## src/rtl/lct_pkg.sv

```systemverilog
// Shared types and the divide-code decode for the local countdown timer.
// Assumes a 4-bit divide code; bit 2 carries no meaning.
package lct_pkg;

    typedef logic [2:0] div_exp_t;

    // Map a divide code to the exponent of its power-of-two ratio (wraps mod 8).
    function automatic div_exp_t div_exp(input logic [3:0] code);
        div_exp_t e;
        e = {code[3], code[1:0]} + 3'd1;
        return e;
    endfunction

endpackage

```

## src/rtl/lct_prescaler.sv

```systemverilog
// Prescaler: counts bus clocks and emits one tick per divide period.
// Assumes: a divide write is staged and becomes active at the next wrap;
// restart clears the count and loads the staged ratio at once.
module lct_prescaler (
    input  logic       clk,
    input  logic       rst_n,
    input  logic       div_wr,
    input  logic [3:0] div_code,
    input  logic       restart,
    output logic       tick
);
    import lct_pkg::*;

    localparam int PRE_W = 8;

    div_exp_t          staged_q;
    div_exp_t          active_q;
    logic [PRE_W-1:0]  pre_q;
    logic [PRE_W-1:0]  limit;
    logic              wrap;

    // Last count value of the current prescale period.
    always_comb begin
        limit = (PRE_W'(1) << active_q) - PRE_W'(1);
        wrap  = (pre_q >= limit);
        tick  = wrap && !restart;
    end

    // Staging of the divide code, prescale count and ratio handover.
    always_ff @(posedge clk) begin
        if (!rst_n) begin
            staged_q <= div_exp(4'b0000);
            active_q <= div_exp(4'b0000);
            pre_q    <= '0;
        end else begin
            if (div_wr) begin
                staged_q <= div_exp(div_code);
            end
            if (restart || wrap) begin
                pre_q    <= '0;
                active_q <= staged_q;
            end else begin
                pre_q <= pre_q + PRE_W'(1);
            end
        end
    end

endmodule

```

## src/rtl/lct_counter.sv

```systemverilog
// Main down-counter: loads the initial count, decrements on each tick and
// flags expiry. Assumes a zero count means stopped.
module lct_counter #(
    parameter int CNT_W = 32
) (
    input  logic             clk,
    input  logic             rst_n,
    input  logic             load,
    input  logic [CNT_W-1:0] load_val,
    input  logic             tick,
    input  logic             periodic,
    output logic [CNT_W-1:0] cur,
    output logic             expire
);
    logic [CNT_W-1:0] init_q;
    logic [CNT_W-1:0] cur_q;

    // Expiry when the last unit is consumed by a tick.
    always_comb begin
        expire = tick && !load && (cur_q == CNT_W'(1));
        cur    = cur_q;
    end

    // Initial count storage and countdown with reload or stop.
    always_ff @(posedge clk) begin
        if (!rst_n) begin
            init_q <= '0;
            cur_q  <= '0;
        end else if (load) begin
            init_q <= load_val;
            cur_q  <= load_val;
        end else if (expire) begin
            cur_q <= periodic ? init_q : '0;
        end else if (tick && (cur_q != '0)) begin
            cur_q <= cur_q - CNT_W'(1);
        end
    end

endmodule

```

## src/rtl/lct_pending.sv

```systemverilog
// Saturating pending-event counter with gated consumption.
// Assumes clear wins over every other request.
module lct_pending #(
    parameter int PEND_W = 4
) (
    input  logic              clk,
    input  logic              rst_n,
    input  logic              inc,
    input  logic              take,
    input  logic              gate,
    input  logic              clr,
    output logic [PEND_W-1:0] cnt,
    output logic              ready
);
    localparam logic [PEND_W-1:0] MAX = '1;

    logic [PEND_W-1:0] cnt_q;
    logic              dec;

    // Event is offered only when something is pending and delivery is allowed.
    always_comb begin
        ready = (cnt_q != '0) && gate;
        dec   = take && ready;
        cnt   = cnt_q;
    end

    // Count expiries up (saturating) and consumed events down.
    always_ff @(posedge clk) begin
        if (!rst_n) begin
            cnt_q <= '0;
        end else if (clr) begin
            cnt_q <= '0;
        end else if (inc && !dec) begin
            if (cnt_q != MAX) begin
                cnt_q <= cnt_q + PEND_W'(1);
            end
        end else if (dec && !inc) begin
            cnt_q <= cnt_q - PEND_W'(1);
        end
    end

endmodule

```

## src/rtl/lct_vtable.sv

```systemverilog
// Vector-table mask bits, timer mode bit and the unit enable.
// Assumes entry 0 is the timer entry; only it stores a mode bit.
module lct_vtable #(
    parameter int N_ENT = 4
) (
    input  logic                     clk,
    input  logic                     rst_n,
    input  logic                     en_wr,
    input  logic                     en_val,
    input  logic                     ent_wr,
    input  logic [$clog2(N_ENT)-1:0] ent_idx,
    input  logic                     ent_mask,
    input  logic                     ent_periodic,
    output logic [N_ENT-1:0]         mask,
    output logic                     periodic,
    output logic                     enable
);
    logic [N_ENT-1:0] mask_q;
    logic             per_q;
    logic             en_q;

    always_comb begin
        mask     = mask_q;
        periodic = per_q;
        enable   = en_q;
    end

    // Unit enable bit.
    always_ff @(posedge clk) begin
        if (!rst_n) begin
            en_q <= 1'b0;
        end else if (en_wr) begin
            en_q <= en_val;
        end
    end

    // Timer mode bit, held by entry 0.
    always_ff @(posedge clk) begin
        if (!rst_n) begin
            per_q <= 1'b0;
        end else if (ent_wr && (ent_idx == '0)) begin
            per_q <= ent_periodic;
        end
    end

    // One mask bit per entry; forced on while disabled or on disable.
    for (genvar g = 0; g < N_ENT; g++) begin : g_mask
        always_ff @(posedge clk) begin
            if (!rst_n) begin
                mask_q[g] <= 1'b1;
            end else if (en_wr && !en_val) begin
                mask_q[g] <= 1'b1;
            end else if (ent_wr && (ent_idx == ($clog2(N_ENT))'(g))) begin
                mask_q[g] <= ent_mask || !en_q;
            end
        end
    end

endmodule

```

## src/rtl/lct_timer.sv

```systemverilog
// Local countdown timer top: prescaler, down-counter, pending counter and
// vector-table state. Assumes single-cycle register write strobes.
module lct_timer #(
    parameter int CNT_W  = 32,
    parameter int PEND_W = 4,
    parameter int N_ENT  = 6
) (
    input  logic                     clk,
    input  logic                     rst_n,
    input  logic                     init_wr,
    input  logic [CNT_W-1:0]         init_val,
    input  logic                     div_wr,
    input  logic [3:0]               div_code,
    input  logic                     ent_wr,
    input  logic [$clog2(N_ENT)-1:0] ent_idx,
    input  logic                     ent_mask,
    input  logic                     ent_periodic,
    input  logic                     en_wr,
    input  logic                     en_val,
    input  logic                     take,
    output logic [CNT_W-1:0]         cur_count,
    output logic [PEND_W-1:0]        pend_count,
    output logic                     irq,
    output logic [N_ENT-1:0]         mask_o,
    output logic                     unit_en
);
    logic tick;
    logic expire;
    logic periodic;
    logic pend_clr;
    logic gate;

    // Pending events drop on restart and on disable; delivery needs entry 0 open.
    always_comb begin
        pend_clr = init_wr || (en_wr && !en_val);
        gate     = !mask_o[0] && unit_en;
    end

    lct_prescaler u_pre (
        .clk      (clk),
        .rst_n    (rst_n),
        .div_wr   (div_wr),
        .div_code (div_code),
        .restart  (init_wr),
        .tick     (tick)
    );

    lct_counter #(.CNT_W(CNT_W)) u_cnt (
        .clk      (clk),
        .rst_n    (rst_n),
        .load     (init_wr),
        .load_val (init_val),
        .tick     (tick),
        .periodic (periodic),
        .cur      (cur_count),
        .expire   (expire)
    );

    lct_pending #(.PEND_W(PEND_W)) u_pend (
        .clk   (clk),
        .rst_n (rst_n),
        .inc   (expire),
        .take  (take),
        .gate  (gate),
        .clr   (pend_clr),
        .cnt   (pend_count),
        .ready (irq)
    );

    lct_vtable #(.N_ENT(N_ENT)) u_vt (
        .clk          (clk),
        .rst_n        (rst_n),
        .en_wr        (en_wr),
        .en_val       (en_val),
        .ent_wr       (ent_wr),
        .ent_idx      (ent_idx),
        .ent_mask     (ent_mask),
        .ent_periodic (ent_periodic),
        .mask         (mask_o),
        .periodic     (periodic),
        .enable       (unit_en)
    );

endmodule

```

## config.mk

```make
export PLATFORM = sky130hd
export DESIGN_NAME = lct_timer
export DESIGN_NICKNAME = d
export VERILOG_FILES = /design/src/rtl/lct_pkg.sv /design/src/rtl/lct_prescaler.sv /design/src/rtl/lct_counter.sv /design/src/rtl/lct_pending.sv /design/src/rtl/lct_vtable.sv /design/src/rtl/lct_timer.sv
export SDC_FILE = /design/constraint.sdc
export NUM_CORES = 1
export LEC_CHECK = 0
export ABC_AREA = 1
export BUFFER_PORTS_ARGS = -buffer_cell sky130_fd_sc_hd__buf_4
export CORE_ASPECT_RATIO = 2
export CORE_MARGIN = 2
export CORE_UTILIZATION = 28
export DETAILED_ROUTE_END_ITERATION = 12
export PLACE_DENSITY = 0.56
export SETUP_SLACK_MARGIN = 0.5
export SKIP_CTS_REPAIR_TIMING = 1
export SLEW_MARGIN = 5
export SYNTH_ARGS = -nofsm -noshare
export SYNTH_HDL_FRONTEND = slang
export SYNTH_HIERARCHICAL = 1
export SYNTH_SLANG_ARGS = --single-unit
```

## constraint.sdc

```tcl
create_clock -name clk -period 4.19 [get_ports clk]
set_input_delay 0.838 -clock clk [delete_from_list [all_inputs] [get_ports clk]]
set_output_delay 0.838 -clock clk [all_outputs]
set_load 0.02 [all_outputs]
```

==> results of run 1 <==
==> worst min-delay path, stage by stage, from the launching register on <==
cell	delay [ns]
dfxtp_1	0.31
nand2_1	0.06
a21oi_1	0.05
==> layout by cell type, fill, tap and decap left out, types with 13 or more instances in the layout <==
cell type  instances
nand2_1          238
nand3_1          116
inv_1            100
buf_4             98
nor2_1            96
dfxtp_1           90
a21oi_1           53
o21ai_0           16
nand4_1           14
ha_1              14
xor2_1            13
o21ai_1           13
nand3b_1          13
==> final cells by class <==
class / count / area share [%]
clock buffer: 14 / 4.03
timing repair buffer: 98 / 10.8
tap: 262 / 4.82
sequential: 90 / 26.5
inverter: 110 / 6.14
multi-input combinational: 645 / 47.6
clock inverter: 2 / 0.147
==> power breakdown <==
group          internal [W]  leakage [nW]  switching, W  total, W
sequential         0.000912         0.742     0.0000655  0.000978
clock              0.000450         0.143      0.000345  0.000795
combinational      0.000214          2.43      0.000380  0.000594
total               0.00158          3.31      0.000790   0.00237
==> logic make-up after synthesis <==
group,Yosys count,share of synthesized area (%)
and+or+nand+nor,519,42.6
buffers and inverters,138,9.95
AOI/OAI and AO/OA,93,8.98
DFF,90,32.3
xor gates and xnor gates,17,2.67
adders and majority gates,15,3.49
other,1,0.0671
==> per-layer routing <==
layer	vias to the layer above	routed length, um	part of all wire [%]
met5	-	0	0
met2	97	9410	54
li1	2935	-	-
met1	2602	6830	39
met3	31	452	2.6
met4	0	720	4.1
==> stage by stage <==
step | util (%) | area, sq um | instances
after floorplan | - | 5590 | 873
after global placement | 33.0 | 6510 | 1205
after detailed placement | 33.0 | 6510 | 1205
after CTS | 34.4 | 6800 | 1221
after global routing | 34.5 | 6800 | 1221
final | 34.5 | 6800 | 1221
==> worst paths after layout <==
path	cells after the start	slack (ns)	end	startpoint
min reg2reg	2	0.46	u_cnt/init_q[3]	u_cnt/init_q[3]
max reg2reg	20	0.93	u_pend/cnt[3]	u_pre/active_q[1]
max	20	0.93	u_pend/cnt[3]	u_pre/active_q[1]
min	2	0.46	u_cnt/init_q[3]	u_cnt/init_q[3]
==> state kept, by name, indices dropped and copies added, names as in the netlist <==
signal	cells
u_pre/active_q	3
u_cnt/cur	32
u_vt/enable	1
u_cnt/init_q	32
u_pend/cnt	4
u_vt/mask	6
u_pre/pre_q	8
u_pre/staged_q	3
u_vt/periodic	1
==> impl_metrics.csv, run 1 <==
group,metric,value,unit
run_status,outcome,"complete, no violations",
setup_path,criticalPathCategory,"reg2reg",
finish,insertedDiodeCount,0,
timing,fin_crit,3.26,ns
setup_path,crit_buf_inv,0,
power_and_ir_drop,peakVddDrop,0.197,mV
route,drcViolationCount,0,
synth,synth_most_common_cell,"nand2_1",
setup_path,critical_path.max_fanout,7,
clock_tree,cts_root_buf,"clkbuf_16",
timing,hold_violations,0,
place,io_buffers,91,
global_route,grt_pass1_vias,5426,
setup_path,worstSetupEndpointType,"flip-flop",
synth,yosys_warnings,6,
route,vias_per_cell,4.64,
timing,slew_viol_final,0,
power_and_ir_drop,cellPowerDensity,348,mW/mm^2
setup_path,cp_common_cell,"nand3_1",
global_route,use_met2,31.5,%
synth,synth_edf_count,0,
power_and_ir_drop,power,0.00237,W
finish,register_area,0.00180,sq mm
global_route,grt_use_total,16.4,%
setup_path,critPathRequiredTime,4.44,ns
timing,rsz0062_at_grt,"false",
global_route,globalRouteMet1Util,17.3,%
route,vias,5665,
route,detail-route-antenna-nets,0,
setup_path,cp-start-kind,"flip-flop",
floorplan,fp.dieH,204,um
route,drtIter0Drc,191,
synth,synth_top_area_cell,"dfxtp_1",
clock_tree,htree_levels,3,
timing,setup-tns-final,0,ns
synth,synth-async-reset-ratio,0,%
job,maxCapViolCount,0,
power_and_ir_drop,p_leak,3.31,nW
clock_tree,cts.sinks,90,
timing,finalCritPeriodShare,77.8,%
timing,worst_hold_slack,0.463,ns
timing,final.setup.worst_slack,0.929,ns
clock_tree,clockBufferDepth,2,
floorplan,initial_core_util,28.3,%
finish,syn2layout_area_growth,21.8,%
synth,syn-instance-count,873,
setup_path,worstPathArrival,3.51,ns
global_route,grt_busiest_layer,"met2",
floorplan,die_w,104,um
clock_tree,cts_inserted_buffers,9,
place,pre_cts_slack,0.615,ns
global_route,gr-total-overflow,0,
floorplan,num_rows,73,
timing,worst_clock_skew,0.00906,ns
clock_tree,cts_tree,"built",
worst_hold_path,hold_class,"reg2reg",
finish,final_nets,1018,
synth,synth_common_cells,"238 x nand2_1, 116 x nand3_1, 100 x inv_1",
route,wl,17400,um
synth,yosysSeqAreaShare,32.3,%
route,dr.pass1.iters,4,
floorplan,coreArea,0.0197,sq mm
clock_tree,clock_latency,0.35,ns
setup_path,max_stage_delay,0.43,ns
synth,yosys_register_bits,90,
timing,setup_viol,0,
setup_path,path_cells,"nand3_1, ha_1, nand2_1, a21oi_1, nor2_4, a21oi_2, nand3_1, nor2_1, nand3_1, nor2_2, nand2_2, ha_1, nand2_1, nand2_1, a21oi_1, nand3_1, nand2_2, nor2_2, nor2_1, nor2_1",
clock_tree,clk_pin_slew,0.06,ns
global_route,grtUsageMet3,1.60,%
setup_path,crit_family,"simple AND/OR/NAND/NOR gates",
finish,fillers,2277,
floorplan,die_area,0.0212,sq mm
finish,multi_input_area,0.00324,sq mm
global_route,grt_pass1_wl,27300,um
synth,syn_area,0.00559,sq mm
synth,synth_area_leaders,"dfxtp_1 32%, nand2_1 16%, nand3_1 10%, inv_1 6.7%, nor2_1 6.5%",
finish,drive_above_1_share,17.2,%
global_route,antenna_found_initial,0,
synth,avgSynthCellArea,6.40,sq um
floorplan,ioPinCount,93,
timing,tightestPinTransition,1.21,ns
place,hpwl,13100,um
timing,max_freq,0.307,GHz
synth,syn_nets,937,
synth,ys.flop_type,"dfxtp_1",
setup_path,critPathSlowestCell,"dfxtp_1",
timing,maxSlewHeadroom,19.3,%
synth,synth.distinct_cells,40,
route,wl_per_cell,14.3,um
place,place.gp.congestion,0.867,
global_route,grt_max_degree,43,
synth,synth_top_area_share,32.3,%
Note: power is estimated with default switching activity, not from simulation.
==> inputs of run 2 (changes only) <==
- ABC_AREA: 1 -> 0
- PLACE_DENSITY: 0.56 -> 0.58
- clock period: 4.19 -> 2.7 ns (I/O delays scaled with it)
==> run 2 against run 1 <==
Net effect: the flow now finishes with violations (negative setup slack); clock power grew 57%; worst hold slack worse by 0.043 ns; fmax rose by 0.79%; wire length down 5.3%.
==> impl_metrics.csv, run 2 <==
group,metric,value,unit
run_status,outcome,"finished with violations",
run_status,failed_checks,"negative setup slack",
setup_path,worstPathArrival,3.49,ns
worst_hold_path,hold_class,"in2reg",
synth,synth_edf_count,0,
finish,insertedDiodeCount,0,
job,maxCapViolCount,0,
timing,tightestPinTransition,0.813,ns
synth,yosys_warnings,6,
synth,avgSynthCellArea,8.51,sq um
setup_path,critPathRequiredTime,2.96,ns
place,dpl.cell_count,924,
route,wl_per_cell,17.4,um
synth,synth_area_leaders,"dfxtp_1 36%, nand2_1 5.6%, mux2i_1 5.5%, o21ai_0 3.7%, ha_1 3.5%",
floorplan,fp.dieH,194,um
floorplan,die_w,99.0,um
synth,synth-async-reset-ratio,0,%
finish,layout_common_cells,"151 x buf_4, 88 x dfxtp_1, 73 x nand2_1, 33 x nor2_1, 29 x o21ai_0",
timing,worst_hold_slack,0.419,ns
synth,syn_nets,658,
finish,final_util,39.7,%
timing,setup_viol,36,
synth,synth_most_common_cell,"dfxtp_1",
clock_tree,cts_root_buf,"clkbuf_16",
finish,drive_above_1_share,32.0,%
global_route,gr-total-overflow,0,
global_route,grt_use_total,16.7,%
timing,slew_viol_final,0,
clock_tree,cts_inserted_buffers,9,
synth,syn-instance-count,594,
route,met3_length,666,um
timing,setup-tns-final,-14.09,ns
finish,syn2layout_area_growth,39.1,%
place,io_buffers,91,
clock_tree,htree_levels,3,
global_route,antenna_found_initial,0,
power_and_ir_drop,cellPowerDensity,522,mW/mm^2
timing,maxSlewHeadroom,45.8,%
timing,fin_crit,3.24,ns
clock_tree,clock_latency,0.35,ns
floorplan,initial_core_util,28.6,%
route,drcViolationCount,0,
global_route,grt_max_degree,62,
timing,rsz0062_at_grt,"true",
route,drtIter0Drc,261,
setup_path,criticalPathCategory,"reg2reg",
clock_tree,cts_tree,"built",
clock_tree,clk_pin_slew,0.07,ns
route,top_layer,"met4",
floorplan,num_rows,69,
route,dr_wl_met2,9110,um
global_route,grt_pass1_vias,4979,
finish,final_cells,951,
synth,yosys_register_bits,90,
clock_tree,clockBufferDepth,2,
synth,synth_top_area_cell,"dfxtp_1",
route,wl,16500,um
route,detail-route-antenna-nets,0,
synth,syn_area,0.00506,sq mm
finish,final_nets,797,
place,hpwl,11600,um
setup_path,critical_path.max_fanout,3,
floorplan,coreArea,0.0177,sq mm
route,wl_met1,6310,um
timing,final.setup.worst_slack,-0.535,ns
synth,synth.distinct_cells,74,
route,vias,5035,
floorplan,die_area,0.0192,sq mm
global_route,grt_pass1_wl,25600,um
synth,ys.flop_type,"dfxtp_1",
finish,final_common_cell,"buf_4",
floorplan,ioPinCount,93,
route,dr.pass1.iters,5,
timing,worst_clock_skew,0.00855,ns
synth,synth_common_cells,"90 x dfxtp_1, 75 x nand2_1, 37 x o21ai_0",
synth,synth_top_area_share,35.6,%
place,place.gp.congestion,0.835,
clock_tree,cts.sinks,90,
timing,finalCritPeriodShare,120,%
timing,max_freq,0.309,GHz
power_and_ir_drop,p_leak,2.91,nW
route,vias_per_cell,5.29,
setup_path,worstSetupEndpointType,"flip-flop",
setup_path,cp-start-kind,"flip-flop",
timing,hold_violations,0,
synth,yosysSeqAreaShare,35.6,%
power_and_ir_drop,peakVddDrop,0.289,mV
-- run 2: cell count changes after synthesis, sizes merged, moves of 13 or more --
cell	before	now
a21boi	1	21
a21oi	55	21
a31oi	0	16
and3	0	13
clkbuf	12	27
inv	110	12
mux2i	0	28
nand2	250	76
nand3	120	17
nor2	115	34
nor2b	0	21
nor4	0	14
-- run 2: final cells by class --
| cell class | instances | area, sq um |
|---|---|---|
| Clock inverter | 5 | 55.1 |
| Fill cell | 1787 | 10700 |
| Inverter | 14 | 67.6 |
| Clock buffer | 11 | 233 |
| Multi-Input combinational cell | 457 | 3290 |
| Timing Repair Buffer | 161 | 1320 |
| Sequential cell | 90 | 1800 |
| Tap cell | 213 | 267 |
-- run 2: path summary, 6_finish.rpt --
| check | cells after the start | to | slack (ns) | start |
|---|---|---|---|---|
| max | 16 | u_pend/cnt[3] | -0.54 | u_pre/active_q[2] |
| min | 2 | u_vt/enable | 0.42 | en_wr |
| max reg2reg | 16 | u_pend/cnt[3] | -0.54 | u_pre/active_q[2] |
| min reg2reg | 2 | u_pre/active_q[1] | 0.46 | u_pre/staged_q[1] |
-- run 2: kinds of logic after synthesis --
group	synth area share, %
simple gates	25.9
fa+ha+maj	3.86
compound gates	20.7
flops	35.6
buf+inv	3.98
other cells	0.0742
mux	5.99
xor+xnor	3.81
-- run 2: layer usage --
layer | GRT usage (%) | vias to the layer above
li1 | - | 2450
met1 | 18.5 | 2426
met2 | 30.9 | 131
met3 | 2.42 | 28
met4 | 6.85 | 0
met5 | 0 | -
-- run 2: critical path, cell delays in order, from the launching register on --
cell and delay [ns]:
dfxtp_2 0.32, or3_4 0.39, ha_4 0.27, a31oi_1 0.06, nor2b_1 0.20, o311ai_4 0.12
a31oi_4 0.17, nand3b_1 0.16, nor4_4 0.18, nand4_1 0.20, clkinv_2 0.12, o21ai_4 0.08
ha_4 0.26, a21oi_4 0.17, and2_4 0.18, nand2_2 0.05, o311ai_1 0.21
-- run 2: stage by stage --
stage	power, W	setup slack (ns)	cell area (sq um)
after floorplan	0.00200	-0.680	5140
after global placement	0.00236	-0.472	6410
after detailed placement	0.00237	-0.545	6410
after CTS	0.00363	-0.548	6700
after global routing	0.00386	-0.679	7030
final	0.00367	-0.535	7030
-- run 2: report_power, final --
| part | leakage (nW) | total, W | internal (W) | switching [W] |
|---|---|---|---|---|
| Combinational | 2.04 | 0.000945 | 0.000435 | 0.000509 |
| Sequential | 0.740 | 0.00147 | 0.00141 | 0.0000668 |
| Clock | 0.136 | 0.00125 | 0.000715 | 0.000538 |
| Total | 2.91 | 0.00367 | 0.00256 | 0.00111 |
==> inputs of run 3 (changes only) <==
- ABC_AREA: 0 -> 1
==> run 3 against run 2 <==
Net effect: the flow still finishes with violations (negative setup slack); fmax is 14% higher; flip-flop and latch count stayed put; design area is 5.1% higher; worst hold slack worse by 0.038 ns.
==> impl_metrics.csv, run 3 (same netlist as run 1, synthesis figures left out) <==
group,metric,value,unit
route,drtIter0Drc,294,
clock_tree,cts.sinks,90,
place,place.gp.congestion,0.960,
setup_path,path_cells,"buf_4, nand2_2, ha_4, nand2_1, a21oi_2, nor2_4, a21oi_4, nand3_2, nor2_4, nand3_4, nor2_4, buf_4, buf_6, buf_12, nor2_4, nand2_4, buf_12, nand3_1, nand3_1, inv_1",
setup_path,cp-start-kind,"flip-flop",
finish,fin_area,0.00739,sq mm
timing,rsz0062_at_grt,"true",
timing,hold_violations,0,
route,detail-route-antenna-nets,0,
clock_tree,cts_tree,"built",
global_route,gr-total-overflow,0,
clock_tree,clock_latency,0.36,ns
clock_tree,htree_levels,3,
timing,setup_viol,36,
power_and_ir_drop,combPwrFrac,25.3,%
finish,final_nets,1059,
global_route,grt_max_degree,36,
clock_tree,cts_root_buf,"clkbuf_16",
floorplan,coreArea,0.0197,sq mm
floorplan,ioPinCount,93,
global_route,antenna_found_initial,0,
finish,drive_above_1_share,22.7,%
route,wl_met1,6480,um
timing,finalCritPeriodShare,105,%
timing,slew_viol_final,0,
setup_path,max_stage_delay,0.37,ns
run_status,outcome,"finished with violations",
setup_path,critPathRequiredTime,2.95,ns
floorplan,initial_core_util,28.3,%
setup_path,critical_path.max_fanout,15,
route,dr_wl_met2,10200,um
floorplan,die_w,104,um
timing,tightestPinTransition,0.875,ns
floorplan,die_area,0.0212,sq mm
route,vias,5955,
place,dpl-instance-area,0.00683,sq mm
route,met3_length,736,um
run_status,failed_checks,"negative setup slack",
setup_path,criticalPathCategory,"reg2reg",
route,top_layer,"met4",
finish,syn2layout_area_growth,32.4,%
finish,layout_common_cells,"234 x nand2_1, 127 x buf_4, 113 x nand3_1, 97 x inv_1, 93 x nor2_1",
global_route,grt_pass1_wl,28700,um
route,dr.pass1.iters,4,
timing,maxSlewHeadroom,41.2,%
power_and_ir_drop,peakVddDrop,0.248,mV
global_route,grt_use_total,17.3,%
setup_path,cp_common_cell,"nor2_4",
route,vias_per_cell,4.73,
place,hpwl,14100,um
power_and_ir_drop,cellPowerDensity,549,mW/mm^2
setup_path,crit_buf_inv,6,
floorplan,num_rows,73,
power_and_ir_drop,p_clk_share,37.7,%
power_and_ir_drop,p_int,0.00279,W
clock_tree,clockBufferDepth,2,
timing,setup-tns-final,-3.20,ns
clock_tree,clk_pin_slew,0.06,ns
finish,final_common_cell,"nand2_1",
timing,fin_crit,2.84,ns
setup_path,crit_family,"simple AND/OR/NAND/NOR gates",
power_and_ir_drop,p_leak,3.61,nW
place,pre_cts_slack,-0.243,ns
timing,max_freq,0.352,GHz
job,maxCapViolCount,0,
setup_path,critPathSlowestCell,"dfxtp_4",
global_route,grt_pass1_vias,5781,
route,wl_per_cell,14.7,um
timing,final.setup.worst_slack,-0.145,ns
route,drcViolationCount,0,
setup_path,worstSetupEndpointType,"flip-flop",
power_and_ir_drop,switchingPower,0.00127,W
setup_path,regToRegSetupSlack,-0.14,ns
route,wl,18500,um
clock_tree,cts_inserted_buffers,9,
setup_path,worstPathArrival,3.09,ns
place,io_buffers,91,
finish,insertedDiodeCount,0,
worst_hold_path,hold_class,"in2reg",
power_and_ir_drop,seq_power_share,36.9,%
power_and_ir_drop,sw_frac_of_total,31.4,%
timing,worst_clock_skew,0.0102,ns
floorplan,fp.dieH,204,um
==> run 3: changes by cell type in the layout (fill, tap and decap cells not counted), sizes merged, moves of 21 or more <==
cell   previous run  this run
nand3            17       120
nor2b            21         0
nand2            76       250
nor2             34       115
inv              12       110
a21oi            21        55
mux2i            28         0
==> run 3: per-stage QoR <==
step                      std cells  total power, W  utilization (%)  hold slack [ns]
final                          1260         0.00406             37.5            0.381
after global routing           1260         0.00427             37.5            0.385
after CTS                      1249         0.00407             36.4            0.376
after detailed placement       1235         0.00253             34.6            0.450
after global placement         1235         0.00252             34.6            0.446
after floorplan                 873         0.00215                -            0.429
==> run 3: final timing paths <==
path,from,to,cells after the start
setup / recovery,u_pre/active_q[1],u_cnt/cur[2],20
hold / removal,div_code[0],u_pre/staged_q[0],2
setup reg to reg,u_pre/active_q[1],u_cnt/cur[2],20
hold reg to reg,u_cnt/init_q[29],u_cnt/init_q[29],2
==> run 3: layout make-up <==
cell class,instances,area [sq um]
clock buffers,9,225
clock inverters,5,129
fillers,2203,12300
inverters,110,418
multi-input cells,645,3380
flip-flops and latches,90,1810
well taps,262,328
repair buffers,139,1110
==> run 3: power groups by stage <==
stage               registers (W)  logic [W]  clock network (W)
floorplan                 0.00157   0.000581                  0
global placement          0.00153   0.000991                  0
finish                    0.00150    0.00103            0.00153
global route              0.00151    0.00114            0.00162
detailed placement        0.00153   0.000998                  0
CTS                       0.00150    0.00100            0.00157
==> run 3: worst reg2reg max path, stage by stage, from the launching register on <==
cell and delay [ns]:
dfxtp_4 0.37, buf_4 0.12, nand2_2 0.06, ha_4 0.27
nand2_1 0.06, a21oi_2 0.18, nor2_4 0.06, a21oi_4 0.15
nand3_2 0.10, nor2_4 0.13, nand3_4 0.12, nor2_4 0.19
buf_4 0.15, buf_6 0.10, buf_12 0.12, nor2_4 0.06
nand2_4 0.14, buf_12 0.15, nand3_1 0.10, nand3_1 0.07
inv_1 0.04
==> run 3: routing by layer <==
layer / GRT usage, % / vias to the layer above
li1: - / 3025
met1: 16.4 / 2726
met2: 33.5 / 149
met3: 2.78 / 55
met4: 11.9 / 0
met5: 0 / -
